File: config.mk
export PLATFORM = sky130hd
export DESIGN_NAME = prio_chain
export DESIGN_NICKNAME = d
export VERILOG_FILES = /design/src/rtl/prio_pkg.sv /design/src/rtl/prio_lane.sv /design/src/rtl/prio_chain.sv
export SDC_FILE = /design/constraint.sdc
export NUM_CORES = 1
export LEC_CHECK = 0
export ABC_AREA = 1
export BUFFER_PORTS_ARGS = -buffer_cell sky130_fd_sc_hd__buf_4
export CAP_MARGIN = 25
export CORE_AREA = 4 4 41 43
export DETAILED_ROUTE_END_ITERATION = 8
export DIE_AREA = 0 0 45 47
export GPL_ROUTABILITY_DRIVEN = 1
export SYNTH_ARGS = -nofsm -noshare
export SYNTH_HDL_FRONTEND = slang
export SYNTH_SLANG_ARGS = --single-unit
File: constraint.sdc
create_clock -name vclk -period 1.7
set_input_delay 0.51 -clock vclk [all_inputs]
set_output_delay 0.51 -clock vclk [all_outputs]
set_load 0.01 [all_outputs]
File: src/rtl/prio_pkg.sv
package prio_pkg;

  parameter int DEF_LANE = 8;

  typedef struct packed {
    logic hit;
    logic pass;
  } lane_flag_t;

endpackage

File: src/rtl/prio_lane.sv
module prio_lane #(
  parameter int N = prio_pkg::DEF_LANE,
  localparam int W = $clog2(N)
) (
  input  logic         en_i,
  input  logic [N-1:0] req_i,
  output logic [W-1:0] idx_o,
  output logic         hit_o,
  output logic         pass_o
);

  logic [N-1:0] win;
  logic [W-1:0] raw_idx;
  logic         any_req;

  // a bit wins when it is set and nothing above it is set
  for (genvar i = 0; i < N; i++) begin : g_win
    if (i == N - 1) begin : g_top
      assign win[i] = req_i[i];
    end else begin : g_rest
      assign win[i] = req_i[i] & ~(|req_i[N-1:i+1]);
    end
  end

  always_comb begin
    raw_idx = '0;
    for (int i = 0; i < N; i++) begin
      if (win[i]) raw_idx = raw_idx | W'(i);
    end
  end

  assign any_req = |req_i;
  assign idx_o   = en_i ? raw_idx : '0;
  assign hit_o   = en_i & any_req;
  assign pass_o  = en_i & ~any_req;

  always_comb begin
    p_quiet_off_r2: assert (en_i || (idx_o == '0 && !hit_o && !pass_o))
      else $error("disabled lane not silent");
    p_flags_excl_r3: assert (!(hit_o && pass_o))
      else $error("hit and pass together");
    p_one_winner_r1: assert ($onehot0(win))
      else $error("more than one winning bit");
    p_code_points_r1: assert (!hit_o || req_i[idx_o])
      else $error("code points at idle request");
    p_empty_pass_r4: assert (!(en_i && req_i == '0) || pass_o)
      else $error("empty enabled lane without pass");
  end

endmodule

File: src/rtl/prio_chain.sv
module prio_chain
  import prio_pkg::*;
#(
  parameter int LANE = DEF_LANE,
  localparam int TOTAL = 2 * LANE,
  localparam int LW = $clog2(LANE)
) (
  input  logic             en_in,
  input  logic [TOTAL-1:0] req,
  output logic [LW:0]      idx,
  output logic             hit,
  output logic             pass
);

  logic [LW-1:0] up_idx, lo_idx;
  lane_flag_t    up_f, lo_f;

  prio_lane #(.N(LANE)) u_upper (
    .en_i   (en_in),
    .req_i  (req[TOTAL-1:LANE]),
    .idx_o  (up_idx),
    .hit_o  (up_f.hit),
    .pass_o (up_f.pass)
  );

  // lower lane only listens when the upper one found nothing
  prio_lane #(.N(LANE)) u_lower (
    .en_i   (up_f.pass),
    .req_i  (req[LANE-1:0]),
    .idx_o  (lo_idx),
    .hit_o  (lo_f.hit),
    .pass_o (lo_f.pass)
  );

  assign idx  = {up_f.hit, up_idx | lo_idx};
  assign hit  = up_f.hit | lo_f.hit;
  assign pass = lo_f.pass;

  always_comb begin
    p_upper_msb_r7: assert (idx[LW] == (en_in && (|req[TOTAL-1:LANE])))
      else $error("upper group bit wrong");
    p_lower_masked_r8: assert (!up_f.hit || (!lo_f.hit && lo_idx == '0))
      else $error("lower lane active behind upper hit");
  end

endmodule

==> metrics, run 1 <==
worst vdd ir=0.1032 mV; non-filler cells, final=96; Die Wd=45 um; top-area cell type share of the netlist area=20.31%; Seq Cell Count=0; vias in the first global route=389; Final Critical Period=1791 ps; Buf/Inv on CP=2; drt pass-1 iters=4; Synth Area in XOR/XNOR=0%; total grt overflow=0; Post-Place Worst Slack=-157.1 ps; violated checks=setup timing; post-route ant nets=0; initial core utilization=18.46%; Worst setup startpoint=req[2]; multiplexer share of the synthesized area=0%; post-synthesis adder-cell area fraction=0%; peak per-stage delay on the critical path=250 ps; top cells by area, synth=nand2_1 20%, nor2_1 14%, inv_1 9.4%; Fin. Hold Viols=0; DRT Wirelength=860 um; worst setup margin=-90.91 ps; Post-Place Cells=93; number of distinct library cells after synthesis=15; count of final setup violators=5; initial antenna violation count=0; num rows=13; first-pass GRT wire length=1442 um; simple-gate share of the synthesized area=73.44%; Starting DRT DRC Count=8; unrepaired setup endpoints after global routing=yes; synth-to-layout area growth=156.8%; Crit Path Class=in -> out; cell family with most CP delay=simple AND/OR/NAND/NOR gates; ant diodes=0; Ports=23; Final Power=0.1250 mW; CP Data Arrival Time=1280 ps; startpoint types=primary input; Via Count=410; max-slew violation count=0; crit path max fanout=3; layout cell share with drive strength beyond 1=65.43%; CP cell instances=buf_6 > or2_4 > nor2_4 > nand2_2 > nand3_2 > nand2_1 > nand2_1 > buf_6; YS warnings=0; fin crit share=105.3%; path type of the worst min-delay path=in -> out; vias per cell=4.271; largest family of logic cells by synthesized area=simple AND/OR/NAND/NOR gates; CP required=1190 ps; placer congestion estimate=0.7051; dominant cell type by area after synthesis=nand2_1; syn_area_per_cell=5.111 um^2; Critical Path Slowest Stage Cell=or2_4; Remaining DRCs=0; Compound-Gate Fraction of Synth Area=11.98%; Post-layout nets=100; outcome=finished, violations left; DR WL/cell=8.958 um; pin count of the biggest net entering global routing=5; port bufs=23; Worst-Margin Slew=167.0 ps; Fmax=558.4 MHz; Worst Setup EP=idx[0]; worst min-delay path startpoint=en_in; die area=2115 um^2; CTS hold repair buffers=0; Setup crit end kind=output pin; register area=0 um^2; Die H=47 um; Final HPWL DP=675.2 um; WP depth=8; Seq/Total Area, Yosys=0%; Mapped Cells=47; layout clock buffer count=0; Cell Area, Synth=240.2 um^2; number of max-cap violations=0; slew margin rel.=88.86%; Power Dens Cells=202.7 nW/um^2; core area=1301 um^2; hold depth=4; LEAKAGE=0.3119 nW; Tot GR Track Use=8.576%; syn_nets=64
[synthesized netlist by cell type, drive strengths merged]
library cell and number:
nor2 13, or2 1, nand4 2, nand2 15, clkinv 1, buf 1
o22ai 1, a21oi 2, nand3 4, a31oi 1, inv 6
[worst min-delay path by stage]
| stage | endpoint | slack (ps) |
|---|---|---|
| after CTS | idx[1] | 1350 |
| after global routing | pass | 1370 |
| after global placement | idx[1] | 1340 |
| final | idx[1] | 1350 |
| after floorplan | idx[0] | 1140 |
| after detailed placement | idx[0] | 1340 |
[cell type report]
cell class                      instances  area (um^2)
Fill cell                             148        684.4
Multi-Input combinational cell         39        255.2
Timing Repair Buffer                   35        315.3
Inverter                                7        27.53
Tap cell                               15        18.77
[cells by family (layout without fill, tap and decap cells)]
group,Yosys count,count (layout)
AND/OR/NAND/NOR,35,35
AO/OA/AOI/OAI,4,4
buffers and inverters,8,42
[cell usage in the layout, fill, tap and decap left out]
cell and count:
nand4_1 2, buf_8 1, a31oi_1 1, clkinv_2 1, nor2_2 1, nor2_4 8
o22ai_2 1, nand3_2 1, buf_6 12, or2_4 1, nand2_1 10, nand2_2 5
inv_1 6, buf_4 22, a21oi_1 2, nor2_1 4, nand3_1 3
[power by group]
group	switching [mW]	internal (mW)	total (mW)
Clock	0	0	0
Combinational	0.0486	0.0764	0.125
Sequential	0	0	0
Total	0.0486	0.0764	0.125
[tightest hold or removal path: stages]
cell,delay [ps]
buf_4,110
nand2_1,50
nand2_1,60
buf_4,110
[metrics by stage]
| step | setup TNS [ps] | util (%) | hold slack (ps) | cell area [um^2] |
|---|---|---|---|---|
| floorplan | 0 | - | 1138 | 240.2 |
| global placement | -564.1 | 37.79 | 1335 | 491.7 |
| detailed placement | -598.6 | 37.79 | 1340 | 491.7 |
| CTS | -301.8 | 44.62 | 1353 | 580.6 |
| global route | -639.5 | 47.40 | 1372 | 616.8 |
| finish | -291.5 | 47.40 | 1351 | 616.8 |
[metal layers]
metal,vias up,global-route usage [%],share of wire (%)
met2,22,15.54,45
met4,0,0,0
met3,0,1.149,14
li1,215,-,-
met1,173,11.46,42
met5,-,0,0
[what timing repair did]
item                                    CTS  global route
setup buffers                             1             2
resized for setup                        22             6
pin swaps                                10             4
endpoints found under the setup margin    5             6
Note: power is estimated with default switching activity, not from simulation.
==> run 2, diff against run 1 <==
--- a/config.mk
+++ b/config.mk
@@ -8,10 +8,11 @@
 export ABC_AREA = 1
 export BUFFER_PORTS_ARGS = -buffer_cell sky130_fd_sc_hd__buf_4
 export CAP_MARGIN = 25
-export CORE_AREA = 4 4 41 43
+export CORE_AREA = 2 2 39 41
 export DETAILED_ROUTE_END_ITERATION = 8
-export DIE_AREA = 0 0 45 47
+export DIE_AREA = 0 0 41 43
 export GPL_ROUTABILITY_DRIVEN = 1
 export SYNTH_ARGS = -nofsm -noshare
 export SYNTH_HDL_FRONTEND = slang
 export SYNTH_SLANG_ARGS = --single-unit
+export TNS_END_PERCENT = 50
==> run 2 against run 1 <==
The flow still finishes with violations (setup timing). Die area decreased by 17%. Final area fell by 0.20%. Combinational power about the same. Final cell count is 2.1% higher. First-iteration DRC count up 38%.
==> metrics, run 2 (synthesized netlist as in run 1, its figures left out) <==
pin count of the biggest net entering global routing=5 (unchanged); total grt overflow=0 (unchanged); hold depth=4 (unchanged); Tot GR Track Use=8.492% (-0.084 points); Die H=43 um (-8.5%); number of max-cap violations=0 (unchanged); commonest cells after routing, fill and taps aside=25 x buf_4, 10 x nand2_1, 10 x buf_6; Buf/Inv on CP=2 (unchanged); Remaining DRCs=0 (unchanged); unrepaired setup endpoints after global routing=yes; num rows=14 (+1); path type of the worst min-delay path=in -> out; worst vdd ir=0.07905 mV (-23%); Post-Place Worst Slack=-158.3 ps (-1.203 ps); outcome=finished, violations left; Crit Path Class=in -> out; Setup crit end kind=output pin; fin crit share=106.9% (+1.5 points); Fmax=550.3 MHz (-1.4%); max-slew violation count=0 (unchanged); die area=1763 um^2 (-17%); CP required=1190 ps (about the same); layout clock buffer count=0 (unchanged); core area=1384 um^2 (+6.3%); post-route cell area=615.6 um^2 (-0.20%); Post-layout nets=101 (+1.0%); Final HPWL DP=635.7 um (-5.9%); register area=0 um^2 (unchanged); Worst-Margin Slew=180.5 ps (+13.43 ps); slew margin rel.=87.97% (-0.90 points); layout cell share with drive strength beyond 1=64.63% (-0.80 points); non-filler cells, final=98 (+2.1%); peak per-stage delay on the critical path=250 ps (about the same); vias per cell=4.194 (-1.8%); Seq Cell Count=0 (unchanged); initial core utilization=17.36% (-1.1 points); Layout Utilization=44.48% (-2.9 points); count of final setup violators=6 (+1); Ports=23 (unchanged); Power Dens Cells=199.3 nW/um^2 (-1.6%); DR WL/cell=8.133 um (-9.2%); Worst Hold Path EP=idx[0]; drt pass-1 iters=2 (-2); crit path max fanout=3 (unchanged); vias in the first global route=357 (-8.2%); Starting DRT DRC Count=11 (+3); placed cell area=515.5 um^2 (+4.8%); startpoint types=primary input; CTS hold repair buffers=0 (unchanged); DRT Wirelength=797 um (-7.3%); violated checks=setup timing; commonest non-fill, non-tap cell in the layout=buf_4; placer congestion estimate=0.6981 (-0.99%); worst setup margin=-117.0 ps (-26.12 ps); CP Data Arrival Time=1310 ps (+30 ps); Critical Path Slowest Stage Cell=or2_4; synth-to-layout area growth=156.3%; worst min-delay path startpoint=en_in; Final Critical Period=1817 ps (+26.12 ps); port bufs=23 (unchanged); Fin. Hold Viols=0 (unchanged); CP cell instances=buf_6 > or2_4 > nor2_4 > nand2_2 > nand3_2 > nand2_1 > nand2_1 > buf_6; first-pass GRT wire length=1152 um (-20%); post-route ant nets=0 (unchanged); ant diodes=0 (unchanged); LEAKAGE=0.3144 nW (+0.81%); Post-Place Cells=97 (+4.3%); Die Wd=41 um (-8.9%); initial antenna violation count=0 (unchanged); Via Count=411 (+0.24%); cell family with most CP delay=simple AND/OR/NAND/NOR gates
run 2: changes by cell type in the layout (fill, tap and decap cells not counted):
cell | before | now
buf_6 | 12 | 10
buf_4 | 22 | 25
nor2_2 | 1 | 0
nor2_1 | 4 | 5
run 2: per-layer routing:
layer,part of all wire [%],wire [um],global-route usage [%],vias up
met5,0,0,0,-
met4,0,0,0,0
met3,7.7,61,0,0
met2,54,431,17.19,14
met1,38,304,9.494,179
li1,-,-,-,218
run 2: through the flow:
stage          power [mW]  hold WS, ps  setup TNS, ps
2_1_floorplan     0.03413         1138              0
3_3_place_gp      0.09776         1346         -713.4
3_5_place_dp      0.09844         1340         -741.6
4_1_cts            0.1216         1352         -373.7
5_1_grt            0.1325         1356         -664.1
6_report           0.1227         1338         -397.7
run 2: timing repair:
item / in CTS / in global routing
setup endpoints to repair: 6 / 6
gates resized for setup: 21 / 4
setup buffers: 1 / 0
cloned: 0 / 0
pin swaps: 15 / 6
run 2: worst max path at each step:
stage                       start  endpoint  slack, ps  depth (start not counted)
after floorplan            req[3]    idx[0]         80                          6
after global placement     req[3]    idx[0]       -160                          8
after detailed placement  req[11]    idx[1]       -160                          9
after CTS                  req[2]    idx[0]       -110                          8
after global routing       req[2]    idx[0]       -170                          8
final                      req[2]    idx[0]       -120                          8
run 2: cell type report:
class                      instances  area [um^2]
multi-input combinational         39        252.7
fill                             162        768.2
inverter                           7        27.53
timing repair buffer              36        315.3
tap                               16        20.02
run 2: report_power, final:
part | internal [mW] | switching (mW)
Sequential | 0 | 0
Clock | 0 | 0
Combinational | 0.0748 | 0.0479
Total | 0.0748 | 0.0479
==> run 3, diff against run 2 <==
--- a/config.mk
+++ b/config.mk
@@ -5,7 +5,6 @@
 export SDC_FILE = /design/constraint.sdc
 export NUM_CORES = 1
 export LEC_CHECK = 0
-export ABC_AREA = 1
 export BUFFER_PORTS_ARGS = -buffer_cell sky130_fd_sc_hd__buf_4
 export CAP_MARGIN = 25
 export CORE_AREA = 2 2 39 41
==> run 3 against run 2 <==
The flow still finishes with violations (setup timing). Worst hold slack better by 12 ps. First-iteration DRC count fell by 100%. Sequential cell count unchanged. Maximum frequency fell by 21%. Critical path type unchanged. Critical endpoint is now pass.
==> metrics, run 3 <==
placer congestion estimate=0.6417 (-8.1%); register area=0 um^2 (unchanged); vias in the first global route=338 (-5.3%); multiplexer share of the synthesized area=0% (unchanged); number of max-cap violations=0 (unchanged); Remaining DRCs=0 (unchanged); syn_area_per_cell=6.539 um^2 (+28%); vias per cell=4.271 (+1.8%); Layout Utilization=42.04% (-2.4 points); commonest cells after routing, fill and taps aside=36 x buf_4, 4 x nor2_1; Power Dens Cells=201.4 nW/um^2 (+1.0%); startpoint types=primary input; peak per-stage delay on the critical path=540 ps (+290 ps); Fin. Hold Viols=0 (unchanged); ant diodes=0 (unchanged); top cells by area, synth=nor4b_4 12%, o31ai_1 11%, a21oi_1 9.9%; Via Count=363 (-12%); layout cell share with drive strength beyond 1=71.01% (+6.4 points); drt pass-1 iters=1 (-1); die area=1763 um^2 (unchanged); CP required=1190 ps (about the same); CP Data Arrival Time=1780 ps (+470 ps); Hold WS=1350 ps (+12.25 ps); pin count of the biggest net entering global routing=8 (+3); initial antenna violation count=0 (unchanged); worst setup margin=-587.7 ps (-470.7 ps); post-route ant nets=0 (unchanged); simple-gate share of the synthesized area=56.79% (-17 points); num rows=14 (unchanged); hold depth=3 (-1); clock share of power=0% (unchanged); Seq/Total Area, Yosys=0% (unchanged); Crit Path Class=in -> out; Die Wd=41 um (unchanged); synth-to-layout area growth=187.0%; Fillers=144 (-11%); layout clock buffer count=0 (unchanged); Compound-Gate Fraction of Synth Area=33.95% (+22 points); Switching Share=40.17% (+1.1 points); Mapped Cells=31 (-34%); area of the multi-input gates=246.5 um^2 (-2.5%); post-synthesis adder-cell area fraction=0% (unchanged); dominant cell type by area after synthesis=nor4b_4; path type of the worst min-delay path=in -> out; violated checks=setup timing; Sequential Power Share=0% (unchanged); DRT Wirelength=762 um (-4.4%); Gate power share=100.0% (about the same); CP cell instances=buf_6 > or4_4 > nor3_4 > nor4b_4 > and2_4 > buf_6; Top cell by count, worst path=buf_6; outcome=finished, violations left; unrepaired setup endpoints after global routing=yes; Worst setup startpoint=req[6]; Critical Path Slowest Stage Cell=or4_4; DR WL/cell=8.965 um (+10%); LEAKAGE=0.2842 nW (-9.6%); Setup crit end kind=output pin; slew margin rel.=82.88% (-5.1 points); crit path max fanout=2 (-1); Post-synth top cells=4 x a21oi_1, 4 x nor2_1, 3 x inv_1, 3 x nor4_1, 3 x o31ai_1; largest family of logic cells by synthesized area=simple AND/OR/NAND/NOR gates; Tot GR Track Use=9.391% (+0.90 points); initial core utilization=14.65% (-2.7 points); Seq Cell Count=0 (unchanged); first-pass GRT wire length=1269 um (+10%); Worst Setup EP=pass; top-area cell type share of the netlist area=11.73% (-8.6 points); total grt overflow=0 (unchanged); CTS hold repair buffers=0 (unchanged); Final Power=0.1172 mW (-4.5%); port bufs=23 (unchanged); count of final setup violators=6 (unchanged); core area=1384 um^2 (unchanged); Fmax=437.1 MHz (-21%); fin crit share=134.6% (+28 points); number of distinct library cells after synthesis=17 (+2); Starting DRT DRC Count=0 (-11); YS warnings=0 (unchanged); Synth Area in XOR/XNOR=0% (unchanged); Switch Pwr=0.04707 mW (-1.7%); Ports=23 (unchanged); Worst-Margin Slew=254.6 ps (+74.12 ps); Final Critical Period=2288 ps (+470.7 ps); syn_nets=48 (-25%); Final HPWL DP=665.8 um (+4.7%); P_int=0.07011 mW (-6.3%); Post-layout nets=88 (-13%); Die H=43 um (unchanged); commonest non-fill, non-tap cell in the layout=buf_4; max-slew violation count=0 (unchanged); Cell Area, Synth=202.7 um^2 (-16%); worst vdd ir=0.1053 mV (+33%)
## run 3: cell count changes in the layout (fill, tap and decap cells not counted), moves of 2 or more
| cell | before | now |
|---|---|---|
| inv_1 | 6 | 3 |
| nor4_4 | 0 | 2 |
| nand4_1 | 2 | 0 |
| nand2_2 | 5 | 0 |
| nand2_1 | 10 | 1 |
| nor2_4 | 8 | 0 |
| buf_4 | 25 | 36 |
| buf_6 | 10 | 3 |
| o31ai_1 | 0 | 3 |
| nand3_1 | 3 | 1 |
## run 3: kinds of logic after synthesis
logic type	after synthesis
AOI/OAI and AO/OA	10
buffers and inverters	4
and+or+nand+nor	17
## run 3: through the flow
stage               instances  setup WS, ps  setup TNS (ps)  area (um^2)
CTS                        84        -601.5           -2304        554.3
global placement           83        -618.2           -2547        495.5
global route               85        -667.8           -2655        581.8
floorplan                  31        -376.0           -1227        205.2
detailed placement         83        -647.0           -2570        495.5
finish                     85        -587.7           -2292        581.8
## run 3: routing by layer
metal / vias up / GRT usage, % / part of all wire [%]
met2: 15 / 16.25 / 54
met5: - / 0 / 0
met1: 153 / 13.29 / 40
met4: 0 / 0 / 0
met3: 0 / 0 / 6.0
li1: 195 / - / -
## run 3: layout make-up
type,instances,area share (%)
Timing Repair Buffer,39,52.26
Multi-Input combinational cell,27,42.37
Tap cell,16,3.441
Inverter,3,1.935
## run 3: timing repair
item	CTS	global route
endpoints found under the setup margin	6	6
setup buffers	1	1
pin swaps	4	0
gates resized for setup	11	3
## run 3: worst min-delay path by stage
stage / from / to / slack, ps
finish: en_in / idx[0] / 1350
global route: en_in / pass / 1390
CTS: en_in / pass / 1360
detailed placement: en_in / pass / 1370
global placement: en_in / pass / 1360
floorplan: en_in / idx[1] / 1120
## run 3: power by group through the flow
stage / clock [mW] / sequential [mW] / combinational (mW)
after global routing: 0 / 0 / 0.128
final: 0 / 0 / 0.117
after detailed placement: 0 / 0 / 0.102
after CTS: 0 / 0 / 0.113
after floorplan: 0 / 0 / 0.0255
after global placement: 0 / 0 / 0.101
## run 3: critical path: cells and delay by family
kind / cells / cell delay [ps]
and+or+nand+nor: 4 / 1090
buffers and inverters: 2 / 180
